--- src/rtl/mbx_pkg.sv ---
package mbx_pkg;

    localparam int NCFG  = 12;
    localparam int CFG_W = $clog2(NCFG);

    localparam logic [7:0] OP_CLEAR    = 8'h00;
    localparam logic [7:0] OP_SET_OUT  = 8'h01;
    localparam logic [7:0] OP_GET_OUT  = 8'h02;
    localparam logic [7:0] OP_READ_CFG = 8'h03;

    localparam logic [7:0] CFG_A_LO = 8'h10;
    localparam logic [7:0] CFG_A_HI = 8'h15;
    localparam logic [7:0] CFG_B_LO = 8'h1F;
    localparam logic [7:0] CFG_B_HI = 8'h24;
    localparam int         CFG_A_N  = 6;

    localparam logic [3:0] A_OB0  = 4'd0;
    localparam logic [3:0] A_OB1  = 4'd1;
    localparam logic [3:0] A_OB2  = 4'd2;
    localparam logic [3:0] A_OB3  = 4'd3;
    localparam logic [3:0] A_IB0  = 4'd4;
    localparam logic [3:0] A_IB1  = 4'd5;
    localparam logic [3:0] A_IB2  = 4'd6;
    localparam logic [3:0] A_IB3  = 4'd7;
    localparam logic [3:0] A_IRQ1 = 4'd9;
    localparam logic [3:0] A_IRQ2 = 4'd10;

    localparam int EN_BIT = 5;

    typedef enum logic [2:0] {
        K_NONE, K_CLEAR, K_SET_OUT, K_GET_OUT, K_READ_CFG, K_WRITE_CFG
    } cmd_kind_e;

    typedef struct packed {
        cmd_kind_e        kind;
        logic [CFG_W-1:0] idx;
    } cmd_dec_t;

    function automatic cmd_dec_t decode_op(input logic [7:0] code);
        cmd_dec_t d;
        d.kind = K_NONE;
        d.idx  = '0;
        case (code)
            OP_CLEAR:    d.kind = K_CLEAR;
            OP_SET_OUT:  d.kind = K_SET_OUT;
            OP_GET_OUT:  d.kind = K_GET_OUT;
            OP_READ_CFG: d.kind = K_READ_CFG;
            default: begin
                if (code >= CFG_A_LO && code <= CFG_A_HI) begin
                    d.kind = K_WRITE_CFG;
                    d.idx  = CFG_W'(code - CFG_A_LO);
                end else if (code >= CFG_B_LO && code <= CFG_B_HI) begin
                    d.kind = K_WRITE_CFG;
                    d.idx  = CFG_W'(code - CFG_B_LO + 8'(CFG_A_N));
                end
            end
        endcase
        return d;
    endfunction

endpackage

--- src/rtl/mbx_decode.sv ---
module mbx_decode
    import mbx_pkg::*;
(
    input  logic [7:0] code,
    output cmd_dec_t   dec
);
    always_comb dec = decode_op(code);
endmodule

--- src/rtl/mbx_cfg_regs.sv ---
module mbx_cfg_regs
    import mbx_pkg::*;
#(
    parameter int N = NCFG,
    parameter int W = 16
) (
    input  logic             clk,
    input  logic             rst,
    input  logic             wr_en,
    input  logic [CFG_W-1:0] wr_idx,
    input  logic [W-1:0]     wr_data,
    input  logic [CFG_W-1:0] rd_idx,
    input  logic             rd_hit,
    output logic [W-1:0]     rd_data
);
    logic [W-1:0] words [N];

    for (genvar g = 0; g < N; g++) begin : g_word
        always_ff @(posedge clk) begin
            if (rst)
                words[g] <= '0;
            else if (wr_en && wr_idx == CFG_W'(g))
                words[g] <= wr_data;
        end
    end

    always_comb begin
        rd_data = '0;
        if (rd_hit && int'(rd_idx) < N)
            rd_data = words[rd_idx];
    end
endmodule

--- src/rtl/mbx_din_sampler.sv ---
module mbx_din_sampler #(
    parameter int SAMPLE_CYCLES = 25000,
    parameter int W = 8
) (
    input  logic         clk,
    input  logic         rst,
    input  logic [W-1:0] din,
    output logic         tick,
    output logic [W-1:0] status
);
    localparam int CW = $clog2(SAMPLE_CYCLES + 1);

    logic [CW-1:0] cnt;

    assign tick = (cnt == CW'(SAMPLE_CYCLES - 1));

    always_ff @(posedge clk) begin
        if (rst) begin
            cnt    <= '0;
            status <= '0;
        end else if (tick) begin
            cnt    <= '0;
            status <= din;
        end else begin
            cnt <= cnt + 1'b1;
        end
    end
endmodule

--- src/rtl/mbx_cmd_proc.sv ---
module mbx_cmd_proc
    import mbx_pkg::*;
#(
    parameter int LATENCY       = 16,
    parameter int SAMPLE_CYCLES = 25000
) (
    input  logic       clk,
    input  logic       rst,
    input  logic       host_wr,
    input  logic [3:0] host_addr,
    input  logic [7:0] host_wdata,
    output logic [7:0] host_rdata,
    input  logic [7:0] din,
    output logic [7:0] do_state,
    output logic       irq
);
    localparam int LW = $clog2(LATENCY + 1);

    logic [7:0]    ob0, ob1, cmd_q, echo_q, din_status;
    logic [15:0]   par_q, fb_q, cfg_rd;
    logic [LW-1:0] cnt;
    logic          busy, done_q, int_en, samp_tick, exec_now, accept;
    cmd_dec_t      op_dec, par_dec;

    mbx_decode u_op_dec  (.code(cmd_q),      .dec(op_dec));
    mbx_decode u_par_dec (.code(par_q[7:0]), .dec(par_dec));

    mbx_cfg_regs #(.N(NCFG), .W(16)) u_cfg (
        .clk     (clk),
        .rst     (rst),
        .wr_en   (exec_now && op_dec.kind == K_WRITE_CFG),
        .wr_idx  (op_dec.idx),
        .wr_data (par_q),
        .rd_idx  (par_dec.idx),
        .rd_hit  (par_dec.kind == K_WRITE_CFG),
        .rd_data (cfg_rd)
    );

    mbx_din_sampler #(.SAMPLE_CYCLES(SAMPLE_CYCLES), .W(8)) u_samp (
        .clk    (clk),
        .rst    (rst),
        .din    (din),
        .tick   (samp_tick),
        .status (din_status)
    );

    assign accept   = host_wr && host_addr == A_OB2 && !busy;
    assign exec_now = busy && cnt == '0;

    always_ff @(posedge clk) begin
        if (rst) begin
            ob0    <= '0;
            ob1    <= '0;
            int_en <= 1'b0;
        end else if (host_wr) begin
            case (host_addr)
                A_OB0:  ob0    <= host_wdata;
                A_OB1:  ob1    <= host_wdata;
                A_IRQ1: int_en <= host_wdata[EN_BIT];
                default: ;
            endcase
        end
    end

    always_ff @(posedge clk) begin
        if (rst) begin
            busy     <= 1'b0;
            cnt      <= '0;
            cmd_q    <= '0;
            par_q    <= '0;
            done_q   <= 1'b0;
            echo_q   <= '0;
            fb_q     <= '0;
            do_state <= '0;
        end else if (accept) begin
            busy   <= 1'b1;
            cnt    <= LW'(LATENCY - 1);
            cmd_q  <= host_wdata;
            par_q  <= {ob1, ob0};
            done_q <= 1'b0;
        end else if (exec_now) begin
            busy <= 1'b0;
            if (op_dec.kind != K_NONE) begin
                done_q <= 1'b1;
                echo_q <= cmd_q;
            end
            case (op_dec.kind)
                K_CLEAR: begin
                    echo_q <= '0;
                    fb_q   <= '0;
                end
                K_SET_OUT: begin
                    do_state <= par_q[7:0];
                    fb_q     <= {8'h00, par_q[7:0]};
                end
                K_GET_OUT:   fb_q <= {8'h00, do_state};
                K_READ_CFG:  fb_q <= cfg_rd;
                K_WRITE_CFG: fb_q <= par_q;
                default: ;
            endcase
        end else if (busy) begin
            cnt <= cnt - 1'b1;
        end
    end

    logic pend_any;
    assign pend_any = busy || done_q;
    assign irq      = int_en && pend_any;

    always_comb begin
        host_rdata = '0;
        case (host_addr)
            A_OB0:  host_rdata = ob0;
            A_OB1:  host_rdata = ob1;
            A_OB2:  host_rdata = cmd_q;
            A_IB0:  host_rdata = fb_q[7:0];
            A_IB1:  host_rdata = fb_q[15:8];
            A_IB2:  host_rdata = echo_q;
            A_IB3:  host_rdata = din_status;
            A_IRQ1: host_rdata = {2'b00, int_en, 5'b00000};
            A_IRQ2: host_rdata = {irq, pend_any, 4'b0000, done_q, busy};
            default: host_rdata = '0;
        endcase
    end
endmodule

--- config.mk ---
export PLATFORM = sky130hd
export DESIGN_NAME = mbx_cmd_proc
export DESIGN_NICKNAME = d
export VERILOG_FILES = /design/src/rtl/mbx_pkg.sv /design/src/rtl/mbx_decode.sv /design/src/rtl/mbx_cfg_regs.sv /design/src/rtl/mbx_din_sampler.sv /design/src/rtl/mbx_cmd_proc.sv
export SDC_FILE = /design/constraint.sdc
export NUM_CORES = 1
export LEC_CHECK = 0
export ABC_AREA = 1
export BUFFER_PORTS_ARGS = -buffer_cell sky130_fd_sc_hd__buf_2
export CAP_MARGIN = 10
export CORE_ASPECT_RATIO = 0.9
export CORE_MARGIN = 2
export CORE_UTILIZATION = 40
export CTS_BUF_LIST = sky130_fd_sc_hd__clkbuf_16
export DETAILED_ROUTE_END_ITERATION = 8
export GPL_TIMING_DRIVEN = 1
export HOLD_SLACK_MARGIN = 0.02
export PLACE_DENSITY = 0.63
export SLEW_MARGIN = 20
export SYNTH_ARGS = -nofsm -noshare
export SYNTH_HDL_FRONTEND = slang
export SYNTH_SLANG_ARGS = --single-unit
--- constraint.sdc ---
create_clock -name clk -period 3.8 [get_ports clk]
set_clock_uncertainty 0.2 [all_clocks]
set_input_delay 0 -clock clk [delete_from_list [all_inputs] [get_ports clk]]
set_output_delay 0 -clock clk [all_outputs]
set_load 0.01 [all_outputs]
==> flow_metrics.env <==
export IMPL_outcome="finished, final reports clean"
export IMPL_initial_core_util_pct=40.3
export IMPL_syn_area_sq_um=14000
export IMPL_max_cap_violations=0
export IMPL_wl_um=43200
export IMPL_die_w_um=202
export IMPL_clk_latency_ps=520
export IMPL_grt_total_usage_pct=23.4
export IMPL_synthSimpleGateAreaFrac_pct=27.3
export IMPL_vias=11800
export IMPL_n_fill_cell=3360
export IMPL_setup_viol=0
export IMPL_cts_root_buf="clkbuf_16"
export IMPL_post_cts_buffers=0
export IMPL_dieArea_sq_um=36600
export IMPL_synth_avg_cell_area_sq_um=8.71
export IMPL_ys_types=44
export IMPL_cts_buffer_depth=3
export IMPL_finalCritPeriodShare_pct=91.1
export IMPL_pin_count=40
export IMPL_ys_warn_count=0
export IMPL_grt_use_met2_pct=35.4
export IMPL_ys_ff_latch=295
export IMPL_p_per_area_nw_per_um2=458
export IMPL_placed_area_sq_um=14700
export IMPL_syn_to_final_growth_pct=14.9
export IMPL_avgRoutedWirePerCell_um=20.1
export IMPL_grt_pass1_vias=11000
export IMPL_cts_tree="done"
export IMPL_drcViolationCount=0
export IMPL_start_kind="flip-flop"
export IMPL_fin_nets=1696
export IMPL_max_freq_mhz=289
export IMPL_layoutNonFillerInstCount=2153
export IMPL_whs_ps=84.3
export IMPL_htree_levels=2
export IMPL_period_needed_ps=3460
export IMPL_p_leak_nw=6.05
export IMPL_syn_nets=1649
export IMPL_grt_pass1_wl_um=65800
export IMPL_grtUsageMet3_pct=3.00
export IMPL_cts_resized_gates=0
export IMPL_dpl_worst_slack_ps=399
export IMPL_gr_total_overflow=0
export IMPL_rsz0062_at_grt="no"
export IMPL_synth_top_family_by_area="simple AND/OR/NAND/NOR gates"
export IMPL_gp_congestion=0.930
export IMPL_drt_pre_antenna_iters=6
export IMPL_slowest_stage="nand2_1"
export IMPL_clkSlewWorstSetupHoldPaths_ps=60
export IMPL_crit_path_max_fanout=16
export IMPL_postRouteAntennaNets=0
export IMPL_rrSetupSlack_ps=340
export IMPL_setup_ws_ps=339
export IMPL_numCtsBuffers=34
export IMPL_portBuffers=39
export IMPL_synth_cells=1613
export IMPL_drt_initial_drc_count=1627
export IMPL_vias_per_cell=5.48
export IMPL_ys_seq_area_share_pct=55.7
export IMPL_cpMostUsedCell="nand2_1"
export IMPL_drive_above_1_share_pct=10.9
export IMPL_cts_sinks=295
export IMPL_synth_fa_ha_area_share_pct=1.16
export IMPL_synth_compound_gate_area_share_pct=8.70
export IMPL_synth_xor_area_share_pct=0.490
export IMPL_die_h_um=182
export IMPL_gr_usage_met1_pct=34.9
export IMPL_slew_headroom_pct=35.1
export IMPL_slew_violations=0
export IMPL_critPathMaxStageDelay_ps=540
export IMPL_antenna_found_initial=0
export IMPL_muxShareOfSynthArea_pct=0
export IMPL_required_ps=3740
export IMPL_grt_max_degree=67
export IMPL_n_antenna_cell=0
export IMPL_dp_cells=2064
export IMPL_core_sq_um=34800
export IMPL_fin_area_sq_um=16100
export IMPL_worstHoldPathType="in -> reg"
export IMPL_worstMarginPinSlew_ps=967
export IMPL_fin_tns_setup_ps=0
export IMPL_cp_cell_sequence="inv_1, ha_1, inv_1, nand2_1, nand3_4, nand3_2, nand3_2, nor2_2, nand3_1, inv_2, nand2_1, nand2_1"
export IMPL_dp_hpwl_um=28900
export IMPL_hold_viol=0
export IMPL_rows=65
export IMPL_grt_busiest_layer="met2"
export IMPL_crit_arrival_ps=3400
export IMPL_criticalPathCategory="reg -> reg"
export IMPL_peakVddDrop_v=0.000223
export IMPL_end_kind="flip-flop"
## registers in the layout, summed over array words and instances (netlist names)
signal         count
u_cfg.words      192
fb_q              16
par_q             16
u_samp.cnt        15
cmd_q              8
do_state           8
echo_q             8
ob0                8
ob1                8
u_samp.status      8
cnt                5
busy               1
done_q             1
int_en             1
## per-layer routing
metal,routed length [um],up-vias
met5,0,-
met4,1190,0
met3,3750,75
met2,19200,486
met1,19100,5708
li1,-,5522
## layout by cell type (no fill, tap or decap), drive strengths merged, types with 18 or more instances in the layout
| cell type | n |
|---|---|
| a21oi | 93 |
| buf | 73 |
| clkbuf | 39 |
| clkinv | 18 |
| dfxtp | 103 |
| dlygate4sd3 | 29 |
| edfxtp | 192 |
| inv | 130 |
| nand2 | 287 |
| nand3 | 194 |
| nand4 | 28 |
| nor2 | 329 |
| o21ai | 84 |
## what timing repair did
action	4_1_cts	5_1_grt
setup endpoints to repair	0	0
hold endpoints to repair	53	0
hold buffers	29	0
## cell type report
| type | instances | area, sq um | area share, % |
|---|---|---|---|
| inverter | 131 | 493 | 3.05 |
| clock buffer | 39 | 976 | 6.05 |
| sequential | 295 | 7830 | 48.5 |
| timing repair buffer | 102 | 766 | 4.74 |
| multi-input combinational | 1096 | 5310 | 32.9 |
| clock inverter | 21 | 178 | 1.10 |
| tap | 469 | 587 | 3.64 |
## metrics by stage
| step | util [%] | total power (W) |
|---|---|---|
| after detailed placement | 42.2 | 0.00405 |
| after global routing | 46.4 | 0.00759 |
| after CTS | 46.4 | 0.00740 |
| after floorplan | - | 0.00387 |
| final | 46.4 | 0.00739 |
| after global placement | 42.2 | 0.00405 |
## where the power goes
part           total [W]  internal (W)  switching [W]
registers        0.00353       0.00349      0.0000376
clock network    0.00337       0.00204        0.00133
logic           0.000484      0.000135       0.000349
## path summary, 6_finish.rpt
path	startpoint	endpoint	cells after the start
min	din[6]	u_samp.status[6]$_SDFFE_PP0P_	4
max	cmd_q[1]$_SDFFE_PP0P_	u_cfg.words[11][8]$_SDFFCE_PN0P_	12
min reg2reg	u_samp.cnt[0]$_SDFF_PP0_	u_samp.cnt[0]$_SDFF_PP0_	1
max reg2reg	cmd_q[1]$_SDFFE_PP0P_	u_cfg.words[11][8]$_SDFFCE_PN0P_	12
## cells in the mapped netlist (all sizes together)
cell / count / share of area (%)
nor4: 2 / 0.089
nand2: 287 / 7.8
o21ai: 84 / 3.0
dfxtp: 103 / 15
nand4: 28 / 1.6
buf: 40 / 1.7
a22oi: 8 / 0.43
o22ai: 7 / 0.31
xor2: 6 / 0.43
a211oi: 6 / 0.32
or2: 2 / 0.089
o211ai: 4 / 0.21
a21oi: 93 / 3.3
xnor2: 1 / 0.062
clkbuf: 51 / 1.4
nand3: 194 / 7.8
o2111ai: 4 / 0.25
edfxtp: 192 / 41
nor3: 13 / 0.54
a221oi: 13 / 0.81
ha: 13 / 1.2
inv: 122 / 3.3
nor2: 329 / 9.3
nand3b: 1 / 0.053
clkinv: 9 / 0.25
nor3b: 1 / 0.053
## cell families after synthesis
kind of cell | Yosys count
XOR/XNOR | 7
adder cells (fa/ha/maj) | 13
AO/OA/AOI/OAI | 219
flip-flops | 295
AND/OR/NAND/NOR | 857
buffers and inverters | 222
## critical path: cells and delay by family, from the launching register on
family,cells,cell delay [ps]
adder cells (fa/ha/maj),1,240
buffers and inverters,3,500
flip-flops,1,330
AND/OR/NAND/NOR,8,1810
Note: power is estimated with default switching activity, not from simulation.
